--- src/rtl/lcv_counter.sv ---
module lcv_counter #(
  parameter int ZS_RUN    = 8,
  parameter int PLAIN_RUN = 16
) (
  input  logic       clk,
  input  logic       rst_n,
  input  logic       bit_en,
  input  logic       pos_in,
  input  logic       neg_in,
  input  logic       subst_en,
  input  logic       zeros_en,
  input  logic       snap,
  output logic [7:0] cnt_hi,
  output logic [7:0] cnt_lo,
  output logic       evt
);
  localparam int ZW = $clog2(PLAIN_RUN + 1);
  localparam logic [1:0] C_ZERO = 2'd0, C_MARK = 2'd1, C_VIOL = 2'd2, C_DUAL = 2'd3;

  logic        last_pos, seen_mark;
  logic [15:0] hist, win, win_fix;
  logic [1:0]  cls;
  logic [ZW-1:0] zrun, zthr;
  logic [15:0] run_cnt, hold_cnt, next_cnt;
  logic [16:0] sum;
  logic [1:0]  inc;
  logic        cw_match, viol_hit, zhit;

  always_comb begin
    if (pos_in && neg_in)                          cls = C_DUAL;
    else if (pos_in || neg_in)                     cls = (seen_mark && pos_in == last_pos) ? C_VIOL : C_MARK;
    else                                           cls = C_ZERO;
  end

  assign win = {hist[13:0], cls};
  assign cw_match = subst_en &&
                    win[15:14] == C_ZERO && win[13:12] == C_ZERO && win[11:10] == C_ZERO &&
                    win[9:8]   == C_VIOL && win[7:6]   == C_MARK && win[5:4]   == C_ZERO &&
                    win[3:2]   == C_VIOL && win[1:0]   == C_MARK;
  assign win_fix  = cw_match ? {win[15:10], C_MARK, win[7:4], C_MARK, win[1:0]} : win;
  assign viol_hit = subst_en ? win[11] : cls[1];

  assign zthr = subst_en ? ZW'(ZS_RUN) : ZW'(PLAIN_RUN);
  assign zhit = (cls == C_ZERO) && (zrun + 1'b1 >= zthr);

  assign inc      = bit_en ? {1'b0, viol_hit} + {1'b0, zeros_en & zhit} : 2'd0;
  assign sum      = {1'b0, run_cnt} + {15'd0, inc};
  assign next_cnt = sum[16] ? 16'hFFFF : sum[15:0];

  always_ff @(posedge clk) begin
    if (!rst_n) begin
      last_pos  <= 1'b0;
      seen_mark <= 1'b0;
      hist      <= '0;
      zrun      <= '0;
    end else if (bit_en) begin
      hist <= win_fix;
      if (pos_in ^ neg_in) begin
        last_pos  <= pos_in;
        seen_mark <= 1'b1;
      end
      if (cls != C_ZERO)  zrun <= '0;
      else if (zhit)      zrun <= '0;
      else                zrun <= zrun + 1'b1;
    end
  end

  always_ff @(posedge clk) begin
    if (!rst_n) begin
      run_cnt  <= '0;
      hold_cnt <= '0;
      evt      <= 1'b0;
    end else begin
      evt <= (inc != 2'd0);
      if (snap) begin
        hold_cnt <= next_cnt;
        run_cnt  <= '0;
      end else begin
        run_cnt  <= next_cnt;
      end
    end
  end

  assign cnt_hi = hold_cnt[15:8];
  assign cnt_lo = hold_cnt[7:0];

  assert_no_wrap_R6: assert property (@(posedge clk) disable iff (!rst_n)
    !snap |=> run_cnt >= $past(run_cnt));
  assert_snap_clears_R7: assert property (@(posedge clk) disable iff (!rst_n)
    snap |=> run_cnt == 16'd0);
  assert_hold_stable_R7: assert property (@(posedge clk) disable iff (!rst_n)
    !snap |=> $stable(hold_cnt));
  assert_idle_quiet_R9: assert property (@(posedge clk) disable iff (!rst_n)
    (!bit_en && !snap) |=> ($stable(run_cnt) && $stable(zrun) && !evt));
  assert_run_bound_R5: assert property (@(posedge clk) disable iff (!rst_n)
    zrun < ZW'(PLAIN_RUN));
  assert_evt_cause_R8: assert property (@(posedge clk) disable iff (!rst_n)
    evt |-> $past(bit_en));
endmodule

--- config.mk ---
export PLATFORM = sky130hd
export DESIGN_NAME = lcv_counter
export DESIGN_NICKNAME = d
export VERILOG_FILES = /design/src/rtl/lcv_counter.sv
export SDC_FILE = /design/constraint.sdc
export NUM_CORES = 1
export LEC_CHECK = 0
export ABC_AREA = 1
export BUFFER_PORTS_ARGS = -buffer_cell sky130_fd_sc_hd__buf_2
export CORE_MARGIN = 4
export CORE_UTILIZATION = 45
export CTS_BUF_LIST = sky130_fd_sc_hd__clkbuf_2 sky130_fd_sc_hd__clkbuf_4 sky130_fd_sc_hd__clkbuf_8
export DETAILED_ROUTE_END_ITERATION = 8
export HOLD_SLACK_MARGIN = 0.12
export MAX_ROUTING_LAYER = met4
export PLACE_DENSITY_LB_ADDON = 0.3
export SYNTH_ARGS = -nofsm -noshare
export SYNTH_HDL_FRONTEND = slang
export SYNTH_SLANG_ARGS = --single-unit
--- constraint.sdc ---
create_clock -name clk -period 3.7 [get_ports clk]
set_input_delay 0.37 -clock clk [delete_from_list [all_inputs] [get_ports clk]]
set_output_delay 0.37 -clock clk [all_outputs]
set_load 0.01 [all_outputs]
==> results of run 1 <==
cell families (layout without fill, tap and decap cells):
| logic type | after synthesis | after routing |
|---|---|---|
| simple gates | 176 | 177 |
| buf+inv | 67 | 93 |
| compound gates | 55 | 55 |
| flops | 54 | 54 |
| fa+ha+maj | 10 | 10 |
| xor+xnor | 8 | 8 |
worst max-delay path, stage by stage, from the launching register on:
cell	delay [ps]
dfxtp_2	380
ha_1	210
nand3_1	90
nand2_1	70
nand2_1	70
ha_1	320
a21oi_2	170
nand2_1	70
inv_1	60
nor2_1	40
ha_1	260
nand2_1	60
inv_1	80
ha_1	200
inv_1	70
fa_2	390
nor2_4	180
nand2_2	100
clkinv_2	90
nand3_4	130
and2_1	210
o21ai_1	110
area by class of cell:
cell class | instances | area share [%]
repair buffers | 28 | 5.19
inverters | 57 | 7.45
well taps | 72 | 3.12
clock inverters | 1 | 0.173
clock buffers | 7 | 3.12
flip-flops and latches | 54 | 37.5
multi-input cells | 250 | 43.5
flip-flops by register name (all words and copies together) (netlist names):
name,cells
hold_cnt,16
run_cnt,16
hist,14
zrun,5
evt,1
last_pos,1
seen_mark,1
power breakdown:
| group | internal, W | switching (W) |
|---|---|---|
| sequential | 0.000595 | 0.00000791 |
| clock | 0.000159 | 0.000187 |
| combinational | 0.0000223 | 0.0000449 |
| total | 0.000776 | 0.000239 |
timing repair:
item,CTS,global route
endpoints found under the hold margin,0,0
resized for setup,0,6
setup endpoints to repair,0,32
buffers inserted,0,2
cell usage in the layout, fill, tap and decap left out, drive strengths merged:
cell type | netlist | final
a31oi | 3 | 3
nand2 | 112 | 112
nand3 | 18 | 19
xor2 | 6 | 6
xnor2 | 2 | 2
clkinv | 2 | 3
inv | 55 | 55
buf | 4 | 28
dfxtp | 54 | 54
nor3 | 1 | 1
o21ai | 25 | 25
clkbuf | 6 | 7
nand4 | 9 | 9
a21oi | 27 | 27
nor2 | 35 | 35
and2 | 1 | 1
fa | 1 | 1
ha | 9 | 9
metal layers:
metal,share of wire (%),track usage (%)
met3,3.3,4.34
met4,1.4,5.26
met5,0,-
met1,49,20.1
met2,46,24.6
worst max-delay path by stage:
stage / end / slack (ps) / cells after the start
2_1_floorplan: hold_cnt[6] / 400 / 23
3_3_place_gp: hold_cnt[4] / 270 / 21
3_5_place_dp: hold_cnt[4] / 100 / 21
4_1_cts: hold_cnt[4] / 60 / 21
5_1_grt: hold_cnt[4] / -2 / 21
6_report: hold_cnt[4] / 290 / 21
metrics by stage:
stage | cells | setup slack (ps)
detailed placement | 458 | 96.9
global placement | 458 | 267
CTS | 466 | 62.9
global route | 469 | -1.98
finish | 469 | 289
floorplan | 370 | 404
==> metrics.md, run 1 <==
| Metric | Value |
|---|---|
| Detailed-route DRC error count | `0` |
| EDFF count, synth | `0` |
| CTS clk-pin slew, worst paths | `approximately 90 ps` |
| Static Leakage | `between 1 and 1.5 nW` |
| Core ar. | `between 5000 and 6000 um2` |
| CTS tree | `built` |
| Final Util | `a little over half` |
| # port buffers | `24` |
| WP data required | `3950 ps` |
| Max-slew violations | `0` |
| CTS Root Cell | `clkbuf_8` |
| Placed cell area | `around 2700 um2` |
| FF+latch count, synth | `54` |
| Main combinational cell family by area after synthesis | `simple AND/OR/NAND/NOR gates` |
| Mux share of post-synthesis cell area | `0%` |
| Worst reg2reg path depth | `21` |
| Critical path type | `register to register` |
| Initial core utilization | `between 40% and 50%` |
| Commonest cells post-synth | `nand2_1, inv_1, dfxtp_1, nor2_1, a21oi_1` |
| P&R area growth vs syn | `12.4%` |
| FP Rows | `27` |
| Hold bufs inserted after CTS | `0` |
| Max_slew headroom | `a little over three fifths` |
| Adder-cell area share of the yosys netlist | `5.16%` |
| Endpoint, Worst Hold | `hold_cnt[0]` |
| FMAX | `around 290 MHz` |
| Worst vdd ir | `approximately 0.00020 V` |
| Cell with the most instances after synthesis | `nand2_1` |
| Post-DP HPWL | `3790 um` |
| Total grt overflow | `0` |
| Nets | `414` |
| Crit Reg-Reg Startpoint | `zrun[0]` |
| Initial antenna violation count | `0` |
| DR iter-0 viols | `95` |
| Multi-input logic area | `1260 um2` |
| Fill cells | `~580` |
| Final ANT Viol Nets | `0` |
| Sequential fraction of the synthesis area | `42.0%` |
| Area contributors post-synth | `dfxtp_1, nand2_1, inv_1, a21oi_1, nor2_1` |
| CP Data Arrival Time | `3660 ps` |
| Compound-cell area share of the yosys netlist | `11.0%` |
| Worst Hold Class | `primary input to register` |
| Post-Synth XOR/XNOR Area | `approximately 2.7%` |
| Startpoint type of the worst setup path | `register` |
| Final WL | `~5300 um` |
| Setup violations, final | `0` |
| Full die area | `~7000 um2` |
| Worst Setup SP | `zrun[0]` |
| Setup TNS | `0 ps` |
| Design Power | `approximately 0.0010 W` |
| Worst skew pair latency | `about 310 ps` |
| Vias in the first global route | `between 1500 and 2000` |
| Yosys cell types | `26` |
| Post-Synthesis Net Count | `388` |
| FF+latch area | `roughly 1100 um2` |
| Layout cell share with drive strength beyond 1 | `around an eighth` |
| Post-layout min period | `between 3000 and 4000 ps` |
| Vias/cell | `4.77` |
| Routed len/inst | `between 10 and 15 um` |
| Ys Warns | `0` |
| Post-Synth Simple-Gate Area | `28.8%` |
| Reg2reg setup slack | `just under 300 ps` |
| CTS Sinks | `54` |
| WHS | `around 300 ps` |
| Num CTS Buffers | `5` |
| Die width | `83.6 um` |
| Ys flop type | `dfxtp_1` |
| Clock buffer depth | `2` |
| Synth top area share | `between 40% and 50%` |
| Mapped Area | `about 2600 um2` |
| Worst hold path startpoint | `snap` |
| Pwr dens | `approximately 350 nW/um2` |
| Ys async rst share | `0%` |
| CTS H-Tree Depth | `2` |
| Critical path fanouts, max | `10` |
| Finished Cell Area | `roughly 2900 um2` |
| Worst setup EP type | `register` |
| # diodes | `0` |
| Final period util | `between 90% and 100%` |
| Cell taking the most area after synthesis | `dfxtp_1` |
| First-pass GRT wire length | `slightly below 9000 um` |
| Post-synthesis cell count | `370` |
| Fin. Hold Viols | `0` |
| Worst clock skew | `around 4.7 ps` |
| Total global-route track usage | `between 10% and 20%` |
| First-pass detailed-route iteration total | `6` |
| Die height | `roughly 84 um` |
| Syn Area/Cell | `6.95 um2` |
| Largest net degree at the start of global routing | `30` |
| Routed vias | `between 2000 and 2500` |
| Final GP Congestion | `approximately 0.89` |
| MaxCap Viol Count | `0` |
| Status | `complete, no violations` |
| FF-to-FF End | `hold_cnt[4]` |
| Hold path cells | `2` |
| Num ports | `25` |
| Slew @ Worst Pin | `between 500 and 600 ps` |
Note: power is estimated with default switching activity, not from simulation.
==> run 2, diff against run 1 <==
PLACE_DENSITY_LB_ADDON = 0.25   (was 0.3)
==> run 2 against run 1 <==
Sequential share of layout area decreased by 0.097 points. Total power about the same. Cell area increased by 0.26%. Clock power about the same. Fmax increased by 1.6%. Clock-buffer cell count unchanged. Cell count unchanged. Utilization increased by 0.14 points. Hold slack improved by 14 ps. First-iteration DRC count increased by 2.1%. Critical path type unchanged. Largest power group unchanged.
==> metrics.md, run 2 (same netlist as run 1, synthesis figures left out) <==
| Metric | Value |
|---|---|
| Worst path max stage delay | `380 ps (was 390 ps)` |
| Final WL | `5300 um (was 5250 um)` |
| Internal | `0.000776 W (about the same)` |
| Final Non-Filler Cells | `469 (unchanged)` |
| Max-slew violations | `0 (unchanged)` |
| Switching Share | `23.6% (about the same)` |
| Worst reg2reg path depth | `21 (unchanged)` |
| Largest registers | `hold_cnt x16, run_cnt x16, hist x14 (unchanged)` |
| Register share of total power | `59.3% (was 59.4%)` |
| Reg2reg setup slack | `340 ps (was 290 ps)` |
| CTS Sinks | `54 (unchanged)` |
| Sw Pwr | `0.000239 W (about the same)` |
| Detailed-route DRC error count | `0 (unchanged)` |
| Post-layout min period | `3360 ps (was 3410 ps)` |
| Initial core utilization | `46.4% (unchanged)` |
| CP Data Arrival Time | `3590 ps (was 3660 ps)` |
| Largest net degree at the start of global routing | `30 (unchanged)` |
| P&R area growth vs syn | `12.6% (was 12.4%)` |
| Max_slew headroom | `66.6% (was 62.8%)` |
| Worst skew pair latency | `310 ps (about the same)` |
| CP max-delay cell | `dfxtp_2 (was fa_2)` |
| Num CTS Buffers | `5 (unchanged)` |
| Most common cell after layout, fill and taps aside | `nand2_1 (unchanged)` |
| Pwr dens | `350 nW/um2 (was 351 nW/um2)` |
| CP cell instances | `ha_2 -> nand3_1 -> nand2_1 -> nand2_1 -> ha_1 -> a21oi_2 -> nand2_1 -> inv_1 -> nor2_1 -> ha_1 -> nand2_1 -> inv_1 -> ha_1 -> inv_1 -> fa_2 -> nor2_4 -> nand2_2 -> clkinv_2 -> nand3_4 -> and2_4 -> o21ai_1 (was ha_1 -> nand3_1 -> nand2_1 -> nand2_1 -> ha_1 -> a21oi_2 -> nand2_1 -> inv_1 -> nor2_1 -> ha_1 -> nand2_1 -> inv_1 -> ha_1 -> inv_1 -> fa_2 -> nor2_4 -> nand2_2 -> clkinv_2 -> nand3_4 -> and2_1 -> o21ai_1)` |
| Routing usage on met3 | `3.85% (was 4.34%)` |
| Post-DP HPWL | `3700 um (was 3790 um)` |
| CP endpoint | `hold_cnt[4] (unchanged)` |
| Die height | `83.6 um (unchanged)` |
| Core ar. | `5540 um2 (unchanged)` |
| CTS clk-pin slew, worst paths | `100 ps (was 90 ps)` |
| MaxCap Viol Count | `0 (unchanged)` |
| Critical path type | `register to register (unchanged)` |
| Busiest grt layer | `met2 (unchanged)` |
| Startpoint type of the worst setup path | `register (unchanged)` |
| Routed len/inst | `11.3 um (was 11.2 um)` |
| CTS Root Cell | `clkbuf_8 (unchanged)` |
| Routed vias | `2257 (was 2236)` |
| Total global-route track usage | `15.8% (was 15.9%)` |
| Worst setup EP type | `register (unchanged)` |
| DR iter-0 viols | `97 (was 95)` |
| # port buffers | `24 (unchanged)` |
| Worst hold path startpoint | `snap (unchanged)` |
| Total grt overflow | `0 (unchanged)` |
| FF-to-FF End | `hold_cnt[4] (unchanged)` |
| Critical path fanouts, max | `10 (unchanged)` |
| Clock buffer depth | `2 (unchanged)` |
| Fin. Hold Viols | `0 (unchanged)` |
| Worst Hold Class | `primary input to register (unchanged)` |
| WHS | `320 ps (was 306 ps)` |
| FMAX | `298 MHz (was 293 MHz)` |
| Crit Reg-Reg Startpoint | `zrun[1] (was zrun[0])` |
| Final GP Congestion | `0.906 (was 0.889)` |
| Setup TNS | `0 ps (unchanged)` |
| Clock power frac | `34.0% (about the same)` |
| Crit path top cell by count | `nand2_1` |
| Comb pwr share | `6.7% (was 6.6%)` |
| FP Rows | `27 (unchanged)` |
| DP Cell Count | `458 (unchanged)` |
| Routing usage on met1 | `20.0% (was 20.1%)` |
| Static Leakage | `1.39 nW (was 1.37 nW)` |
| Slew @ Worst Pin | `499 ps (was 557 ps)` |
| Num ports | `25 (unchanged)` |
| Full die area | `6990 um2 (unchanged)` |
| Status | `complete, no violations (unchanged)` |
| First-pass detailed-route iteration total | `4 (was 6)` |
| Layout cell share with drive strength beyond 1 | `13.6% (was 12.6%)` |
| Worst Setup SP | `zrun[1] (was zrun[0])` |
| Worst clock skew | `13.0 ps (was 4.67 ps)` |
| WP data required | `3940 ps (was 3950 ps)` |
| Vias in the first global route | `2009 (was 1986)` |
| Initial antenna violation count | `0 (unchanged)` |
| Commonest cells after routing, fill and taps aside | `nand2_1, inv_1, dfxtp_1, nor2_1, a21oi_1 (unchanged)` |
| Final ANT Viol Nets | `0 (unchanged)` |
| Nets | `414 (unchanged)` |
| Die width | `83.6 um (unchanged)` |
| Met2 Use GR | `25.2% (was 24.6%)` |
| First-pass GRT wire length | `8960 um (was 8900 um)` |
| Worst vdd ir | `0.000184 V (was 0.000196 V)` |
| Setup violations, final | `0 (unchanged)` |
| Design Power | `0.00102 W (about the same)` |
| Final period util | `90.8% (was 92.2%)` |
| # diodes | `0 (unchanged)` |
| CTS H-Tree Depth | `2 (unchanged)` |
| Fill cells | `582 (was 575)` |
| CTS tree | `built (unchanged)` |
| Vias/cell | `4.81 (was 4.77)` |
## run 2: timing repair
item                                    CTS  global route
gates resized for setup                   0             9
buffers inserted                          0             2
endpoints found under the setup margin    0            32
hold buffers                              0             0
## run 2: worst max-delay path: cells and delay by family, from the launching register on
kind                       cells  cell delay (ps)
AOI/OAI and AO/OA              2              290
adders and majority gates      5             1350
buffers and inverters          4              290
DFF                            1              380
and+or+nand+nor               10              960
## run 2: cell type report
cell class                      instances  area (um2)  share of cell area (%)
Multi-Input combinational cell        250        1260                    43.6
Sequential cell                        54        1080                    37.4
Inverter                               57         215                    7.43
Timing Repair Buffer                   28         150                    5.18
Clock buffer                            7        90.1                    3.11
Tap cell                               72        90.1                    3.11
Clock inverter                          1        5.00                   0.173
## run 2: worst min path at each step
stage | to | slack, ps | depth (start not counted)
2_1_floorplan | seen_mark | 430 | 2
3_3_place_gp | hold_cnt[15] | 430 | 2
3_5_place_dp | hold_cnt[14] | 430 | 2
4_1_cts | hold_cnt[0] | 310 | 2
5_1_grt | hold_cnt[0] | 330 | 2
6_report | hold_cnt[0] | 320 | 2
## run 2: through the flow
stage,setup slack (ps),instance area [um2],utilization [%]
4_1_cts,94.2,2840,51.3
3_3_place_gp,280,2750,49.6
2_1_floorplan,404,2570,-
5_1_grt,-3.81,2900,52.3
3_5_place_dp,131,2750,49.6
6_report,341,2900,52.3
## run 2: layer usage
layer | wire, um | vias up | share of wire, %
li1 | - | 1204 | -
met1 | 2620 | 1018 | 49
met2 | 2440 | 31 | 46
met3 | 184 | 4 | 3.5
met4 | 58 | 0 | 1.1
met5 | 0 | - | 0
## run 2: power groups by stage
stage | clock (W) | sequential [W] | combinational, W
after floorplan | 0 | 0.000615 | 0.0000484
final | 0.000345 | 0.000603 | 0.0000677
after global routing | 0.000378 | 0.000605 | 0.0000789
after CTS | 0.000357 | 0.000603 | 0.0000686
after detailed placement | 0 | 0.000616 | 0.0000681
after global placement | 0 | 0.000616 | 0.0000664
==> run 3, diff against run 2 <==
clock period = 4.1 ns   (was 3.7 ns; I/O delays follow)
==> run 3 against run 2 <==
Sequential cell count is the same. Clock power grew 25%. Highest routed layer unchanged. Utilization shrank 0.18 points. Routed wire length shrank 3.0%. Combinational power shrank 12%. Non-clock buffer count shrank 3. Critical path type unchanged.
==> metrics.md, run 3 (same netlist as run 1, synthesis figures left out) <==
| Metric | Value |
|---|---|
| Status | `complete, no violations (unchanged)` |
| Worst reg2reg path depth | `21 (unchanged)` |
| Vias/cell | `4.75 (was 4.81)` |
| Die height | `83.6 um (unchanged)` |
| # port buffers | `24 (unchanged)` |
| Largest registers | `hold_cnt x16, run_cnt x16, hist x14 (unchanged)` |
| DR iter-0 viols | `86 (was 97)` |
| Critical path type | `register to register (unchanged)` |
| Core ar. | `5540 um2 (unchanged)` |
| Worst setup EP type | `register (unchanged)` |
| Critical path fanouts, max | `19 (was 10)` |
| Worst vdd ir | `0.000154 V (was 0.000184 V)` |
| Post-DP HPWL | `3750 um (was 3700 um)` |
| First-pass detailed-route iteration total | `4 (unchanged)` |
| Worst skew pair latency | `310 ps (about the same)` |
| CTS Sinks | `54 (unchanged)` |
| P&R area growth vs syn | `12.3% (was 12.6%)` |
| Static Leakage | `1.38 nW (was 1.39 nW)` |
| CP Data Arrival Time | `3920 ps (was 3590 ps)` |
| Max_slew headroom | `39.4% (was 66.6%)` |
| Startpoint type of the worst setup path | `register (unchanged)` |
| CTS H-Tree Depth | `2 (unchanged)` |
| Vias in the first global route | `2020 (was 2009)` |
| CTS clk-pin slew, worst paths | `100 ps (about the same)` |
| Total grt overflow | `0 (unchanged)` |
| MaxCap Viol Count | `0 (unchanged)` |
| Most common cell after layout, fill and taps aside | `nand2_1 (unchanged)` |
| Final period util | `89.7% (was 90.8%)` |
| Initial core utilization | `46.4% (unchanged)` |
| Nets | `410 (was 414)` |
| Max-slew violations | `0 (unchanged)` |
| Hold bufs inserted after CTS | `0 (unchanged)` |
| Routed len/inst | `11.1 um (was 11.3 um)` |
| Worst clock skew | `9.88 ps (was 13.0 ps)` |
| Worst hold path startpoint | `snap (unchanged)` |
| CTS Root Cell | `clkbuf_8 (unchanged)` |
| CTS tree | `built (unchanged)` |
| FMAX | `272 MHz (was 298 MHz)` |
| Multi-input logic area | `1230 um2 (was 1260 um2)` |
| Detailed-route DRC error count | `0 (unchanged)` |
| Post-layout min period | `3680 ps (was 3360 ps)` |
| Num CTS Buffers | `5 (unchanged)` |
| Final ANT Viol Nets | `0 (unchanged)` |
| Hold path cells | `2 (unchanged)` |
| Endpoint, Worst Hold | `hold_cnt[0] (unchanged)` |
| FF+latch area | `1080 um2 (about the same)` |
| Crit Reg-Reg Startpoint | `zrun[0] (was zrun[1])` |
| Die width | `83.6 um (unchanged)` |
| Routed vias | `2210 (was 2257)` |
| # diodes | `0 (unchanged)` |
| Pwr dens | `358 nW/um2 (was 350 nW/um2)` |
| Total global-route track usage | `15.7% (was 15.8%)` |
| Final Util | `52.1% (was 52.3%)` |
| Full die area | `6990 um2 (unchanged)` |
| FP Rows | `27 (unchanged)` |
| FF-to-FF End | `hold_cnt[4] (unchanged)` |
| Post-CTS Setup Inserts | `0 (unchanged)` |
| WP data required | `4340 ps (was 3940 ps)` |
| Final GP Congestion | `0.894 (was 0.906)` |
| Worst Hold Class | `primary input to register (unchanged)` |
| Clock buffer depth | `2 (unchanged)` |
| Fin. Hold Viols | `0 (unchanged)` |
| Final WL | `5140 um (was 5300 um)` |
| Initial antenna violation count | `0 (unchanged)` |
| Num ports | `25 (unchanged)` |
| Unrepaired setup endpoints after global routing | `no` |
| Reg2reg setup slack | `420 ps (was 340 ps)` |
| Largest net degree at the start of global routing | `30 (unchanged)` |
| Commonest cells after routing, fill and taps aside | `nand2_1, inv_1, dfxtp_1, nor2_1, a21oi_1 (unchanged)` |
| Slew @ Worst Pin | `905 ps (was 499 ps)` |
| First-pass GRT wire length | `8950 um (was 8960 um)` |
| Setup violations, final | `0 (unchanged)` |
| Layout cell share with drive strength beyond 1 | `10.7% (was 13.6%)` |
| Fill cells | `566 (was 582)` |
| Setup TNS | `0 ps (unchanged)` |
==> run 3: cell types whose count changed in the layout (fill, tap and decap cells not counted), moves of 2 or more <==
| cell | change |
|---|---|
| bufinv_16 | +2 |
| nand3_2 | -4 |
| buf_4 | -3 |
| dfxtp_1 | +2 |
| dfxtp_2 | -2 |
| nand3_1 | +3 |
==> run 3: what timing repair did <==
action | CTS | global route
hold endpoints to repair | 0 | 0
endpoints found under the setup margin | 0 | 14
resized for setup | 0 | 1
==> run 3: worst max-delay path by stage <==
stage            start          end
6_report       zrun[0]  hold_cnt[4]
3_3_place_gp   zrun[0]  hold_cnt[4]
3_5_place_dp   zrun[0]  hold_cnt[4]
4_1_cts        zrun[0]  run_cnt[10]
5_1_grt        zrun[0]  hold_cnt[4]
2_1_floorplan  zrun[0]  hold_cnt[6]
==> run 3: through the flow <==
step,cell area [um2],hold WS [ps],std cells,setup WS [ps],total power [W]
global placement,2740,432,457,527,0.000615
global route,2890,338,465,3.49,0.00108
finish,2890,340,465,423,0.00103
detailed placement,2740,434,457,333,0.000616
CTS,2880,327,465,313,0.00105
floorplan,2570,430,370,804,0.000599
==> run 3: critical path, stage by stage, from the launching register on <==
cell	delay (ps)
dfxtp_1	410
ha_1	230
nand3_1	90
nand2_1	70
nand2_1	70
ha_1	310
a21oi_2	230
nand2_1	80
inv_1	70
nor2_1	40
ha_1	260
nand2_1	70
inv_1	90
ha_1	190
inv_1	70
fa_1	450
nor2_4	180
nand2_2	100
clkinv_2	70
nand3_4	180
and2_1	230
o21ai_1	120
==> run 3: final cells by class <==
cell class / instances / area share (%)
repair buffers: 25 / 4.42
clock inverters: 2 / 2.08
well taps: 72 / 3.12
inverters: 57 / 7.45
multi-input cells: 249 / 42.6
clock buffers: 6 / 2.86
flip-flops and latches: 54 / 37.4
==> run 3: per-layer routing <==
layer / routed length (um) / vias to the layer above / track usage [%] / share of wire (%)
met3: 165 / 8 / 3.36 / 3.2
met2: 2400 / 25 / 25.6 / 47
li1: - / 1200 / - / -
met4: 73 / 0 / 4.82 / 1.4
met1: 2510 / 977 / 19.6 / 49
met5: 0 / - / - / 0
==> run 3: report_power, final <==
part | switching (W) | internal (W)
clock | 0.000170 | 0.000260
sequential | 0.00000662 | 0.000537
combinational | 0.0000402 | 0.0000195
